$ cat src/rtl/wp_pkg.sv
package wp_pkg;

    // Recogniser progress through the command sequences
    typedef enum logic [2:0] {
        SQ_IDLE = 3'd0,
        SQ_K1   = 3'd1,
        SQ_K2   = 3'd2,
        SQ_K3   = 3'd3,
        SQ_K4   = 3'd4,
        SQ_K5   = 3'd5
    } seq_state_e;

    // Per-byte result reported by the recogniser
    typedef struct packed {
        logic is_cmd;   // byte consumed as a sequence byte
        logic fin_on;   // enable/unlock sequence completed
        logic fin_off;  // disable sequence completed
    } seq_ev_t;

endpackage

$ cat src/rtl/wp_seq_fsm.sv
module wp_seq_fsm
    import wp_pkg::*;
#(
    parameter int          ADDR_W   = 17,
    parameter int          DATA_W   = 8,
    parameter logic [16:0] KEY_A    = 17'h05555,
    parameter logic [16:0] KEY_B    = 17'h02AAA,
    parameter logic [7:0]  KEY_D1   = 8'hAA,
    parameter logic [7:0]  KEY_D2   = 8'h55,
    parameter logic [7:0]  CODE_ON  = 8'hA0,
    parameter logic [7:0]  CODE_PRE = 8'h80,
    parameter logic [7:0]  CODE_OFF = 8'h20
) (
    input  logic              clk,
    input  logic              rst_n,
    input  logic              hit,
    input  logic [ADDR_W-1:0] addr,
    input  logic [DATA_W-1:0] data,
    output seq_ev_t           ev
);

    localparam logic [ADDR_W-1:0] AA = ADDR_W'(KEY_A);
    localparam logic [ADDR_W-1:0] AB = ADDR_W'(KEY_B);

    seq_state_e st_q, st_d;

    logic m_first, m_second, m_on, m_pre, m_off;

    assign m_first  = (addr == AA) && (data == DATA_W'(KEY_D1));
    assign m_second = (addr == AB) && (data == DATA_W'(KEY_D2));
    assign m_on     = (addr == AA) && (data == DATA_W'(CODE_ON));
    assign m_pre    = (addr == AA) && (data == DATA_W'(CODE_PRE));
    assign m_off    = (addr == AA) && (data == DATA_W'(CODE_OFF));

    // State register
    always_ff @(posedge clk or negedge rst_n) begin
        if (!rst_n) begin
            st_q <= SQ_IDLE;
        end else begin
            st_q <= st_d;
        end
    end

    // Next state and per-byte event
    always_comb begin
        st_d = st_q;
        ev   = '0;
        if (hit) begin
            st_d = SQ_IDLE;
            unique case (st_q)
                SQ_IDLE: begin
                    if (m_first) begin
                        st_d      = SQ_K1;
                        ev.is_cmd = 1'b1;
                    end
                end
                SQ_K1: begin
                    if (m_second) begin
                        st_d      = SQ_K2;
                        ev.is_cmd = 1'b1;
                    end
                end
                SQ_K2: begin
                    if (m_on) begin
                        ev.is_cmd = 1'b1;
                        ev.fin_on = 1'b1;
                    end else if (m_pre) begin
                        st_d      = SQ_K3;
                        ev.is_cmd = 1'b1;
                    end
                end
                SQ_K3: begin
                    if (m_first) begin
                        st_d      = SQ_K4;
                        ev.is_cmd = 1'b1;
                    end
                end
                SQ_K4: begin
                    if (m_second) begin
                        st_d      = SQ_K5;
                        ev.is_cmd = 1'b1;
                    end
                end
                SQ_K5: begin
                    if (m_off) begin
                        ev.is_cmd  = 1'b1;
                        ev.fin_off = 1'b1;
                    end
                end
                default: st_d = SQ_IDLE;
            endcase
        end
    end

endmodule

$ cat src/rtl/wp_region_ctl.sv
module wp_region_ctl
    import wp_pkg::*;
(
    input  logic    clk,
    input  logic    rst_n,
    input  logic    hit,
    input  seq_ev_t ev,
    input  logic    prog_done,
    output logic    commit_req,
    output logic    prot_on,
    output logic    unlock,
    output logic    dummy_busy
);

    // Non-volatile flag: cleared at power-up only, never by rst_n
    logic prot_q = 1'b0;
    logic pend_on_q, pend_off_q, unlock_q, busy_q;
    logic data_wr, allow, blocked;

    assign data_wr    = hit && !ev.is_cmd;
    assign allow      = !prot_q || unlock_q;
    assign commit_req = data_wr && allow;
    assign blocked    = data_wr && !allow;

    always_ff @(posedge clk) begin
        if (prog_done) begin
            if (pend_on_q) begin
                prot_q <= 1'b1;
            end else if (pend_off_q) begin
                prot_q <= 1'b0;
            end
        end
    end

    // Volatile control: the write's own effects win over the end-of-program clear
    always_ff @(posedge clk or negedge rst_n) begin
        if (!rst_n) begin
            pend_on_q  <= 1'b0;
            pend_off_q <= 1'b0;
            unlock_q   <= 1'b0;
            busy_q     <= 1'b0;
        end else begin
            if (ev.fin_on || ev.fin_off) begin
                unlock_q <= 1'b1;
            end else if (prog_done) begin
                unlock_q <= 1'b0;
            end

            if (ev.fin_on) begin
                pend_on_q  <= 1'b1;
                pend_off_q <= 1'b0;
            end else if (ev.fin_off) begin
                pend_on_q  <= 1'b0;
                pend_off_q <= 1'b1;
            end else if (prog_done) begin
                pend_on_q  <= 1'b0;
                pend_off_q <= 1'b0;
            end

            if (blocked) begin
                busy_q <= 1'b1;
            end else if (prog_done) begin
                busy_q <= 1'b0;
            end
        end
    end

    assign prot_on    = prot_q;
    assign unlock     = unlock_q;
    assign dummy_busy = busy_q;

endmodule

$ cat src/rtl/wp_guard.sv
module wp_guard
    import wp_pkg::*;
#(
    parameter int NUM_REGIONS = 4,
    parameter int ADDR_W      = 17,
    parameter int DATA_W      = 8,
    localparam int RGN_W      = (NUM_REGIONS > 1) ? $clog2(NUM_REGIONS) : 1
) (
    input  logic                   clk,
    input  logic                   rst_n,
    input  logic                   wr_stb,
    input  logic [RGN_W-1:0]       wr_region,
    input  logic [ADDR_W-1:0]      wr_addr,
    input  logic [DATA_W-1:0]      wr_data,
    input  logic [NUM_REGIONS-1:0] prog_done,
    output logic                   commit_vld,
    output logic [RGN_W-1:0]       commit_region,
    output logic [ADDR_W-1:0]      commit_addr,
    output logic [DATA_W-1:0]      commit_data,
    output logic [NUM_REGIONS-1:0] prot_on,
    output logic [NUM_REGIONS-1:0] dummy_busy
);

    logic [NUM_REGIONS-1:0] hit_vec;
    logic [NUM_REGIONS-1:0] commit_vec;
    logic [NUM_REGIONS-1:0] unlock_vec;
    logic                   commit_any;

    for (genvar g = 0; g < NUM_REGIONS; g++) begin : g_rgn
        seq_ev_t ev;

        assign hit_vec[g] = wr_stb && (wr_region == RGN_W'(g));

        wp_seq_fsm #(
            .ADDR_W (ADDR_W),
            .DATA_W (DATA_W)
        ) u_seq (
            .clk   (clk),
            .rst_n (rst_n),
            .hit   (hit_vec[g]),
            .addr  (wr_addr),
            .data  (wr_data),
            .ev    (ev)
        );

        wp_region_ctl u_ctl (
            .clk        (clk),
            .rst_n      (rst_n),
            .hit        (hit_vec[g]),
            .ev         (ev),
            .prog_done  (prog_done[g]),
            .commit_req (commit_vec[g]),
            .prot_on    (prot_on[g]),
            .unlock     (unlock_vec[g]),
            .dummy_busy (dummy_busy[g])
        );
    end

    assign commit_any = |commit_vec;

    // Downstream stage for permitted writes
    always_ff @(posedge clk or negedge rst_n) begin
        if (!rst_n) begin
            commit_vld    <= 1'b0;
            commit_region <= '0;
            commit_addr   <= '0;
            commit_data   <= '0;
        end else begin
            commit_vld <= commit_any;
            if (commit_any) begin
                commit_region <= wr_region;
                commit_addr   <= wr_addr;
                commit_data   <= wr_data;
            end
        end
    end

endmodule

$ cat config.mk
export PLATFORM = sky130hd
export DESIGN_NAME = wp_guard
export DESIGN_NICKNAME = d
export VERILOG_FILES = /design/src/rtl/wp_pkg.sv /design/src/rtl/wp_seq_fsm.sv /design/src/rtl/wp_region_ctl.sv /design/src/rtl/wp_guard.sv
export SDC_FILE = /design/constraint.sdc
export NUM_CORES = 1
export LEC_CHECK = 0
export BUFFER_PORTS_ARGS = -buffer_cell sky130_fd_sc_hd__buf_4
export CORE_MARGIN = 3
export CORE_UTILIZATION = 40
export DETAILED_ROUTE_END_ITERATION = 6
export MAX_ROUTING_LAYER = met4
export PLACE_DENSITY = 0.58
export SLEW_MARGIN = 40
export SYNTH_ARGS = -nofsm -noshare
export SYNTH_HDL_FRONTEND = slang
export SYNTH_SLANG_ARGS = --single-unit
$ cat constraint.sdc
create_clock -name clk -period 4.95 [get_ports clk]
set_input_delay 0.2475 -clock clk [delete_from_list [all_inputs] [get_ports clk]]
set_output_delay 0.2475 -clock clk [all_outputs]
set_load 0.01 [all_outputs]
**Yosys cells after proc, flatten, opt, wreduce, memory -nomap -nowiden**

Cells that the tools add are included.

- Output and inout port bits: 36
- Flip-flop bits (word level): 60
- Input bits: 34

- Reductions and logical operators: 75
- Eq/ne operators: 30
- Multiplexer cells: 64

Operators with widths:

| operator | number |
|---|---|
| 3-bit one-hot mux with 5 select lines | 4 |
| 1-bit 2-to-1 mux | 47 |
| 3-bit by 2-bit equality test with 1-bit output (second input constant) | 8 |
| 3-bit equality test (second input constant) | 8 |
| 8-bit equality test (second input constant) | 3 |
| 2-bit nonzero test | 12 |
| 1-bit logical AND | 21 |
| 3-bit 2-to-1 mux | 6 |
| 17-bit by 14-bit equality test with 1-bit output (second input constant) | 1 |
| 17-bit by 15-bit equality test with 1-bit output (second input constant) | 1 |
| 1-bit one-hot mux with 4 select lines | 4 |
| 2-bit OR reduction | 8 |
| 3-bit by 1-bit equality test with 1-bit output (second input constant) | 4 |
| 1-bit logical NOT | 12 |
| 3-bit logical NOT | 4 |
| 3-bit nonzero test | 4 |
| 8-bit by 6-bit equality test with 1-bit output (second input constant) | 1 |
| 8-bit by 7-bit equality test with 1-bit output (second input constant) | 1 |
| 1-bit logical OR | 8 |
| 2-bit AND reduction | 4 |
| 2-bit 2-to-1 mux | 3 |
| 2-bit equality test (second input constant) | 2 |
| 4-bit OR reduction | 1 |
| 2-bit by 1-bit equality test with 1-bit output (second input constant) | 1 |
| 2-bit logical NOT | 1 |

**Logic depth before layout (Yosys ltp)**

Gate-level depths: netlist of run 1.

- Depth after elaboration: 10
- Depth in mapped cells: 10
- Depth with buffers taken out: 7

**Hierarchy**

A second synthesis of run 1 with hierarchy kept.

- Cell total of the unflattened synthesis: 352
- Area total of the unflattened synthesis: 3880.0 um2

Modules (own cells, without submodules):

| module | area each (um2) | seq. area each (um2) | instances | cells each |
|---|---|---|---|---|
| wp_seq_fsm | 469.2 | 75.1 | 4 | 53 |
| wp_guard | 1082.3 | 700.7 | 1 | 64 |
| wp_region_ctl | 230.2 | 130.1 | 4 | 19 |

**Worst setup path after synthesis of run 1**

OpenSTA, ideal clock, no wires.

- Path type: input to register
- From: in wr_data[1]
- To: reg commit_addr[10]
- Data arrival time: 2.299 ns
- Path buffers: 2
- Setup time: 0.125 ns
- Path slack: 2.526 ns
- Stages: 9
- Cell sequence: nor4_2 -> nand3b_2 -> or4_4 -> nand3_2 -> o22ai_1 -> a211o_1 -> buf_6 -> buf_6 -> mux2_4

- Longest elaborated chain between the ends: 10

Ends and longest elaborated chain:

| item | RTL line | source |
|---|---|---|
| from (decl) | wp_guard.sv:14 | `input logic [DATA_W-1:0] wr_data,` |
| 8-bit equality test | wp_seq_fsm.sv:32 | `assign m_pre = (addr == AA) && (data == DATA_W'(CODE_PRE));` |
| 1-bit logical AND | wp_seq_fsm.sv:32 |  |
| 1-bit 2-to-1 mux | wp_seq_fsm.sv:67 | `end else if (m_pre) begin` |
| 1-bit 2-to-1 mux | wp_seq_fsm.sv:64 | `if (m_on) begin` |
| 1-bit one-hot mux with 4 select lines | wp_seq_fsm.sv:50 | `unique case (st_q)` |
| 3-bit 2-to-1 mux | wp_seq_fsm.sv:48 | `if (hit) begin` |
| 1-bit logical NOT | wp_region_ctl.sv:20 | `assign data_wr = hit && !ev.is_cmd;` |
| 1-bit logical AND | wp_region_ctl.sv:20 |  |
| 1-bit logical AND | wp_region_ctl.sv:22 | `assign commit_req = data_wr && allow;` |
| 4-bit OR reduction (*) | wp_guard.sv:59 | `assign commit_any = \|commit_vec;` |
| to (signal assigned) | wp_guard.sv:72 | `commit_addr <= wr_addr;` |
| to (decl) | wp_guard.sv:18 | `output logic [ADDR_W-1:0] commit_addr,` |

Every way passes the cells marked *; elsewhere a longest branch is shown, timed or not.
A chain may end at the register's enable or synchronous reset.

**Final worst setup path of run 1**

- From: in wr_addr[9]
- To: reg commit_addr[0]

- Longest elaborated chain between the ends: 10

Ends and longest elaborated chain:

| item | RTL line | source |
|---|---|---|
| from (decl) | wp_guard.sv:13 | `input logic [ADDR_W-1:0] wr_addr,` |
| 17-bit by 15-bit equality test with 1-bit output | n/a |  |
| 1-bit logical AND | wp_seq_fsm.sv:32 |  |
| 1-bit 2-to-1 mux | wp_seq_fsm.sv:67 |  |
| 1-bit 2-to-1 mux | wp_seq_fsm.sv:64 |  |
| 1-bit one-hot mux with 4 select lines | wp_seq_fsm.sv:50 |  |
| 3-bit 2-to-1 mux | wp_seq_fsm.sv:48 |  |
| 1-bit logical NOT | wp_region_ctl.sv:20 |  |
| 1-bit logical AND | wp_region_ctl.sv:20 |  |
| 1-bit logical AND | wp_region_ctl.sv:22 |  |
| 4-bit OR reduction (*) | wp_guard.sv:59 |  |

Marked as above.

==> results of run 1 <==
[cells in the final DEF, fill, tap and decap left out, types with 5 or more instances in the layout]
| cell | instances |
|---|---|
| nand2b_1 | 10 |
| mux2_4 | 18 |
| buf_4 | 71 |
| nor2_1 | 21 |
| dfrtp_1 | 56 |
| nand2_1 | 38 |
| mux2_1 | 8 |
| nor3_1 | 16 |
| nor3b_1 | 6 |
| inv_1 | 12 |
| clkbuf_8 | 10 |
| o21ai_0 | 23 |
| nor4_1 | 6 |
| nand3_1 | 9 |
| nand3b_1 | 5 |
[worst max-delay path: cells and delay by family]
family	cells	cell delay [ns]
AO/OA/AOI/OAI	3	0.73
buffers and inverters	2	0.40
multiplexers	1	0.36
AND/OR/NAND/NOR	3	1.45
[area by class of cell]
cell class                      count  area, µm²  area share, %
Clock inverter                      5      85.08          2.076
Multi-Input combinational cell    236       1634          39.88
Clock buffer                       11      141.4          3.450
Sequential cell                    60       1521          37.13
Timing Repair Buffer               72      543.0          13.25
Tap cell                          102      127.6          3.114
Inverter                           12      45.04          1.099
[report_power, final]
group	internal [µW]	switching, µW	total, µW
clock	299	203	502
combinational	123	89.9	213
sequential	537	24.3	561
total	959	318	1280
[how the worst max path moves through the flow]
stage,endpoint,depth (start not counted)
floorplan,commit_addr[10]$_DFFE_PN0P_,9
global placement,commit_addr[1]$_DFFE_PN0P_,9
detailed placement,commit_addr[0]$_DFFE_PN0P_,9
CTS,commit_addr[0]$_DFFE_PN0P_,9
global route,commit_addr[0]$_DFFE_PN0P_,9
finish,commit_addr[0]$_DFFE_PN0P_,9
[cell families after synthesis]
logic type,Yosys count,synth area share [%]
AO/OA/AOI/OAI,60,12.20
AND/OR/NAND/NOR,146,24.74
buffers and inverters,36,5.613
multiplexers,29,11.68
XOR/XNOR,1,0.2620
flip-flops,60,45.51
[registers in the layout (all words and copies together), names as in the netlist]
signal / flops
commit_addr: 17
g_rgn.u_seq.st_q: 12
commit_data: 8
g_rgn.u_ctl.dummy_busy: 4
g_rgn.u_ctl.pend_off_q: 4
g_rgn.u_ctl.pend_on_q: 4
g_rgn.u_ctl.prot_on: 4
g_rgn.u_ctl.unlock: 4
commit_region: 2
commit_vld: 1
[metal layers]
layer  routed length [µm]  global-route usage, %  vias to the layer above
met5                    0                      -                        -
met4                  144                  6.390                        0
met3                  385                  4.379                       15
met2                 3859                  26.73                       86
met1                 4037                  26.17                     1318
li1                     -                      -                     1333
[through the flow]
step           setup slack, ns  utilization (%)  total power [µW]
2_1_floorplan            2.526                -             666.7
3_3_place_gp             1.783            48.71             784.8
3_5_place_dp             1.672            48.71             786.7
4_1_cts                  2.030            51.69              1294
5_1_grt                  1.875            51.69              1332
6_report                 1.974            51.69              1277
==> run metrics, run 1 <==
gpl congestion around 0.86; Yosys cell types 56; chip height just under 100 µm; largest area contributor in the netlist dfrtp_1; clock slew at reported path FFs approximately 0.070 ns; crit path from wr_addr[9]; Power Density about 310 nW/µm²; Async S/R FF share, synth between 90% and 100%; Crit-path slowest cell nor3_1; count leader, synth dfrtp_1; Slowest Stage Delay on Critical Path about 0.63 ns; top post-synthesis cells by area dfrtp_1, mux2_4, nand2_1, edfxtp_1, o21ai_0; Final Max Slew Viols 0; Placeable Area just under 8000 µm²; MaxCap Viol Count 0; Final Critical Period 2.976 ns; post-DP HPWL roughly 6000 µm; status complete, no violations; Critical Path Most Common Cell buf_4; vias per cell 5.526; number of global-route vias before repair 2,607; crit path DAT 3.20 ns; Initial Util a little over two fifths; # rows 32; share of cells above drive strength 1 28.03%; fmax between 300 and 400 MHz; Post-Synthesis Cells roughly 330; Routed WL roughly 8400 µm; reg-to-reg startpoint g_rgn[2].u_seq.st_q[0]$_DFFE_PN0P_; crit-path cells buf_4 -> and4bb_1 -> nand4_1 -> nor3_1 -> a221o_1 -> o22ai_1 -> a211o_1 -> buf_4 -> mux2_1; PortBufs 69; CTS sink cnt 60; Final ANT Viol Nets 0; die area 9491 µm²; die width 97.42 µm; Final TNS setup 0 ns; antenna violations before repair 0; max_slew headroom 52.71%; P&R area growth vs syn 22.57%; Fillers 721; #FFs+latches synth 60; warnings from Yosys 0; Critical Path End Type register; Critical Setup Path Class in -> reg; diodes inserted 0; Pre-antenna DRT Iters 5; placed insts 481; Hold WC Path Type in -> reg; leakage power about 0.0018 µW; number of H-tree levels 3; total track usage a little under a fifth; Clock Tree Buf Depth 2; worst min-delay path startpoint prog_done[2]; Finished Layout Cells about 500; Finish-stage setup viols 0; crit share post-route 60.13%; syn nets roughly 370; post-route cell area 4098 µm²; crit path launch type primary input; CTS Buf Count 9; Routed WL per cell 16.92 µm; VDD IR max 0.1717 mV; Worst Clk Skew roughly 0.0084 ns; CTS tree yes; I/O Pins 70; R2R cell count 8; Mapped Area 3343 µm²; Post-CTS Setup Inserts 0; first-pass GRT wire length roughly 14,000 µm; hold_ws approximately 0.10 ns; Hold Path Depth 2; unrepaired setup endpoints after global routing false; GR Overflow Total 0; Avg Cell Area, Syn about 10 µm²; worst reg2reg setup slack 2.28 ns; Post-synth EDFFs 4; cell chosen for the clock root clkbuf_8; DRC Markers 0; worst endpoint required time ~5.2 ns; post-CTS sizing 0; sink of the worst hold path g_rgn[2].u_ctl.dummy_busy$_DFFE_PN0P_; nets approximately 430; synth cell count leaders dfrtp_1, nand2_1, o21ai_0, nor2_1, mux2_4; R2R Path End commit_addr[0]$_DFFE_PN0P_; placed cell areas slightly below 4000 µm²; pin slew with the least headroom to its limit 0.7078 ns; Post-synth top flop dfrtp_1; initial DRC count 169; sequential-to-total area share from yosys stat a little under half; Hold Vio Cnt, Final 0; share of the synthesized area in the top cell type about two fifths; largest net degree at the start of global routing 57; total number of vias between 2,000 and 3,000; Crit Path Max Fanout 28; Hold Buf Count CTS 1; Skew-Pair Late Insertion Delay about 0.34 ns
Note: power is estimated with default switching activity, not from simulation.
==> run 2: changes to the inputs <==
==> constraint.sdc (replaced) <==
create_clock -name clk -period 3 [get_ports clk]
set_input_delay 0.15 -clock clk [delete_from_list [all_inputs] [get_ports clk]]
set_output_delay 0.15 -clock clk [all_outputs]
set_load 0.01 [all_outputs]
==> run metrics, run 2 (synthesis gave the netlist of run 1 again) <==
leakage power 0.001848 µW (+2.2%); largest net degree at the start of global routing 57 (unchanged); utilization after layout 52.81% (+1.1 points); total track usage 18.72% (about the same); Met3 Wirelength 339 µm (-12%); PortBufs 69 (unchanged); max_slew headroom 51.89% (-0.82 points); nets 433 (+1.9%); Routed WL per cell 16.70 µm (-1.3%); DR WL met2 3935 µm (+2.0%); Final TNS setup 0 ns (unchanged); placed insts 486 (+1.0%); pin slew with the least headroom to its limit 0.7200 ns (+0.01225 ns); post-route cell area 4187 µm² (+2.2%); Finished Layout Cells 506 (+1.6%); unrepaired setup endpoints after global routing false; total number of vias 2,767 (+0.55%); Final Critical Period between 2 and 3 ns; sequential cell fraction of total power 44.0% (about the same); Skew-Pair Late Insertion Delay 0.34 ns (about the same); first-pass GRT wire length 14,060 µm (+0.64%); fmax about 390 MHz; CTS sink cnt 60 (unchanged); clock slew at reported path FFs 0.07 ns (about the same); crit path launch type register; Worst Clk Skew 0.008648 ns (+0.0002896 ns); cell chosen for the clock root clkbuf_8; die area 9491 µm² (unchanged); post-DP HPWL 6193 µm (+2.5%); NetSw 536.3 µW (+69%); P&R area growth vs syn 25.22%; GR Overflow Total 0 (unchanged); Top Registers commit_addr x17, g_rgn.u_seq.st_q x12, commit_data x8; number of H-tree levels 3 (unchanged); # rows 32 (unchanged); Routed WL 8450 µm (+0.28%); Critical Path End Type register; crit path DAT 2.78 ns (-0.42 ns); status complete, no violations; CTS Buf Count 9 (unchanged); most frequent cells in the layout buf_4, dfrtp_1, nand2_1; vias per cell 5.468 (-1.0%); Power Density 502.5 nW/µm² (+61%); Finish-stage setup viols 0 (unchanged); P_int 1567 µW (+63%); chip height 97.42 µm (unchanged); Pre-antenna DRT Iters 4 (-1); gpl congestion 0.8587 (+0.34%); I/O Pins 70 (unchanged); diodes inserted 0 (unchanged); Initial Util 42.17% (unchanged); Hold Vio Cnt, Final 0 (unchanged); antenna violations before repair 0 (unchanged); met1 wire length 4056 µm (+0.47%); clock power share 38.8% (-0.6 points); DR top layer met4; placed cell areas 3911 µm² (+1.3%); CTS tree yes; Tot Pwr 2104 µW (+65%); worst endpoint required time 3.21 ns (-1.96 ns); Post-CTS Setup Inserts 0 (unchanged); most common cell after layout, fill and taps aside buf_4; Final ANT Viol Nets 0 (unchanged); crit share post-route between 80% and 90%; Hold WC Path Type in -> reg; number of global-route vias before repair 2,709 (+3.9%); DRC Markers 0 (unchanged); Sw Share 25.49% (+0.62 points); Largest Register commit_addr; MaxCap Viol Count 0 (unchanged); Comb pwr share 17.2% (+0.5 points); Final Max Slew Viols 0 (unchanged); max reg flops 17 (unchanged); Clock Tree Buf Depth 2 (unchanged); initial DRC count 121 (-28%); die width 97.42 µm (unchanged); Crit Path Max Fanout 28 (unchanged); share of cells above drive strength 1 29.21% (+1.2 points); Placeable Area 7928 µm² (unchanged); post-CTS sizing 0 (unchanged); Fillers 758 (+5.1%); Critical Setup Path Class reg -> reg; VDD IR max 0.2854 mV (+66%)
-- run 2: what timing repair did --
item / CTS / global route
endpoints found under the hold margin: 58 / 0
setup endpoints to repair: 0 / 0
hold buffers: 3 / 0
-- run 2: path summary, 6_finish.rpt --
path	from	end	slack (ns)	cells past startpoint
max in group asynchronous	rst_n	g_rgn[1].u_ctl.pend_on_q$_DFFE_PN0P_	2.28	3
min reg2reg	g_rgn[1].u_ctl.pend_on_q$_DFFE_PN0P_	g_rgn[1].u_ctl.prot_on$_SDFFCE_PP1P_	0.47	0
max	g_rgn[3].u_seq.st_q[0]$_DFFE_PN0P_	commit_addr[0]$_DFFE_PN0P_	0.43	8
max reg2reg	g_rgn[3].u_seq.st_q[0]$_DFFE_PN0P_	commit_addr[0]$_DFFE_PN0P_	0.43	8
min in group asynchronous	rst_n	commit_addr[16]$_DFFE_PN0P_	0.22	2
min	prog_done[3]	g_rgn[3].u_ctl.dummy_busy$_DFFE_PN0P_	0.02	2
-- run 2: per-layer routing --
| layer | global-route usage, % | vias up |
|---|---|---|
| li1 | - | 1352 |
| met1 | 26.02 | 1340 |
| met2 | 27.31 | 65 |
| met3 | 4.092 | 10 |
| met4 | 5.964 | 0 |
| met5 | - | - |
-- run 2: cell type report --
class                           instances  area, µm²  share of cell area [%]
Clock buffer                            9      123.9                   2.959
Inverter                               12      45.04                   1.076
Clock inverter                          7      101.3                   2.421
Timing Repair Buffer                   80      633.1                   15.12
Tap cell                              102      127.6                   3.048
Sequential cell                        60       1521                   36.34
Multi-Input combinational cell        236       1634                   39.03
-- run 2: worst max-delay path: stages (launching register included) --
cell     delay, ns
dfrtp_1       0.51
inv_1         0.19
a32oi_1       0.25
o32ai_1       0.12
a221o_1       0.35
o22ai_1       0.24
a211o_1       0.21
buf_12        0.23
mux2_1        0.35
-- run 2: power by group through the flow --
stage	clock network, µW	registers [µW]	logic (µW)
after floorplan	0	968	132
after global routing	880	935	389
after CTS	842	926	365
after detailed placement	0	940	362
final	815	926	363
after global placement	0	941	360
-- run 2: per-stage QoR --
stage	setup slack (ns)	hold slack [ns]
6_report	0.4303	0.02280
5_1_grt	0.3036	0.002059
4_1_cts	0.4431	0.01040
3_5_place_dp	0.1518	0.2637
3_3_place_gp	0.1926	0.2623
2_1_floorplan	0.6733	-0.1456
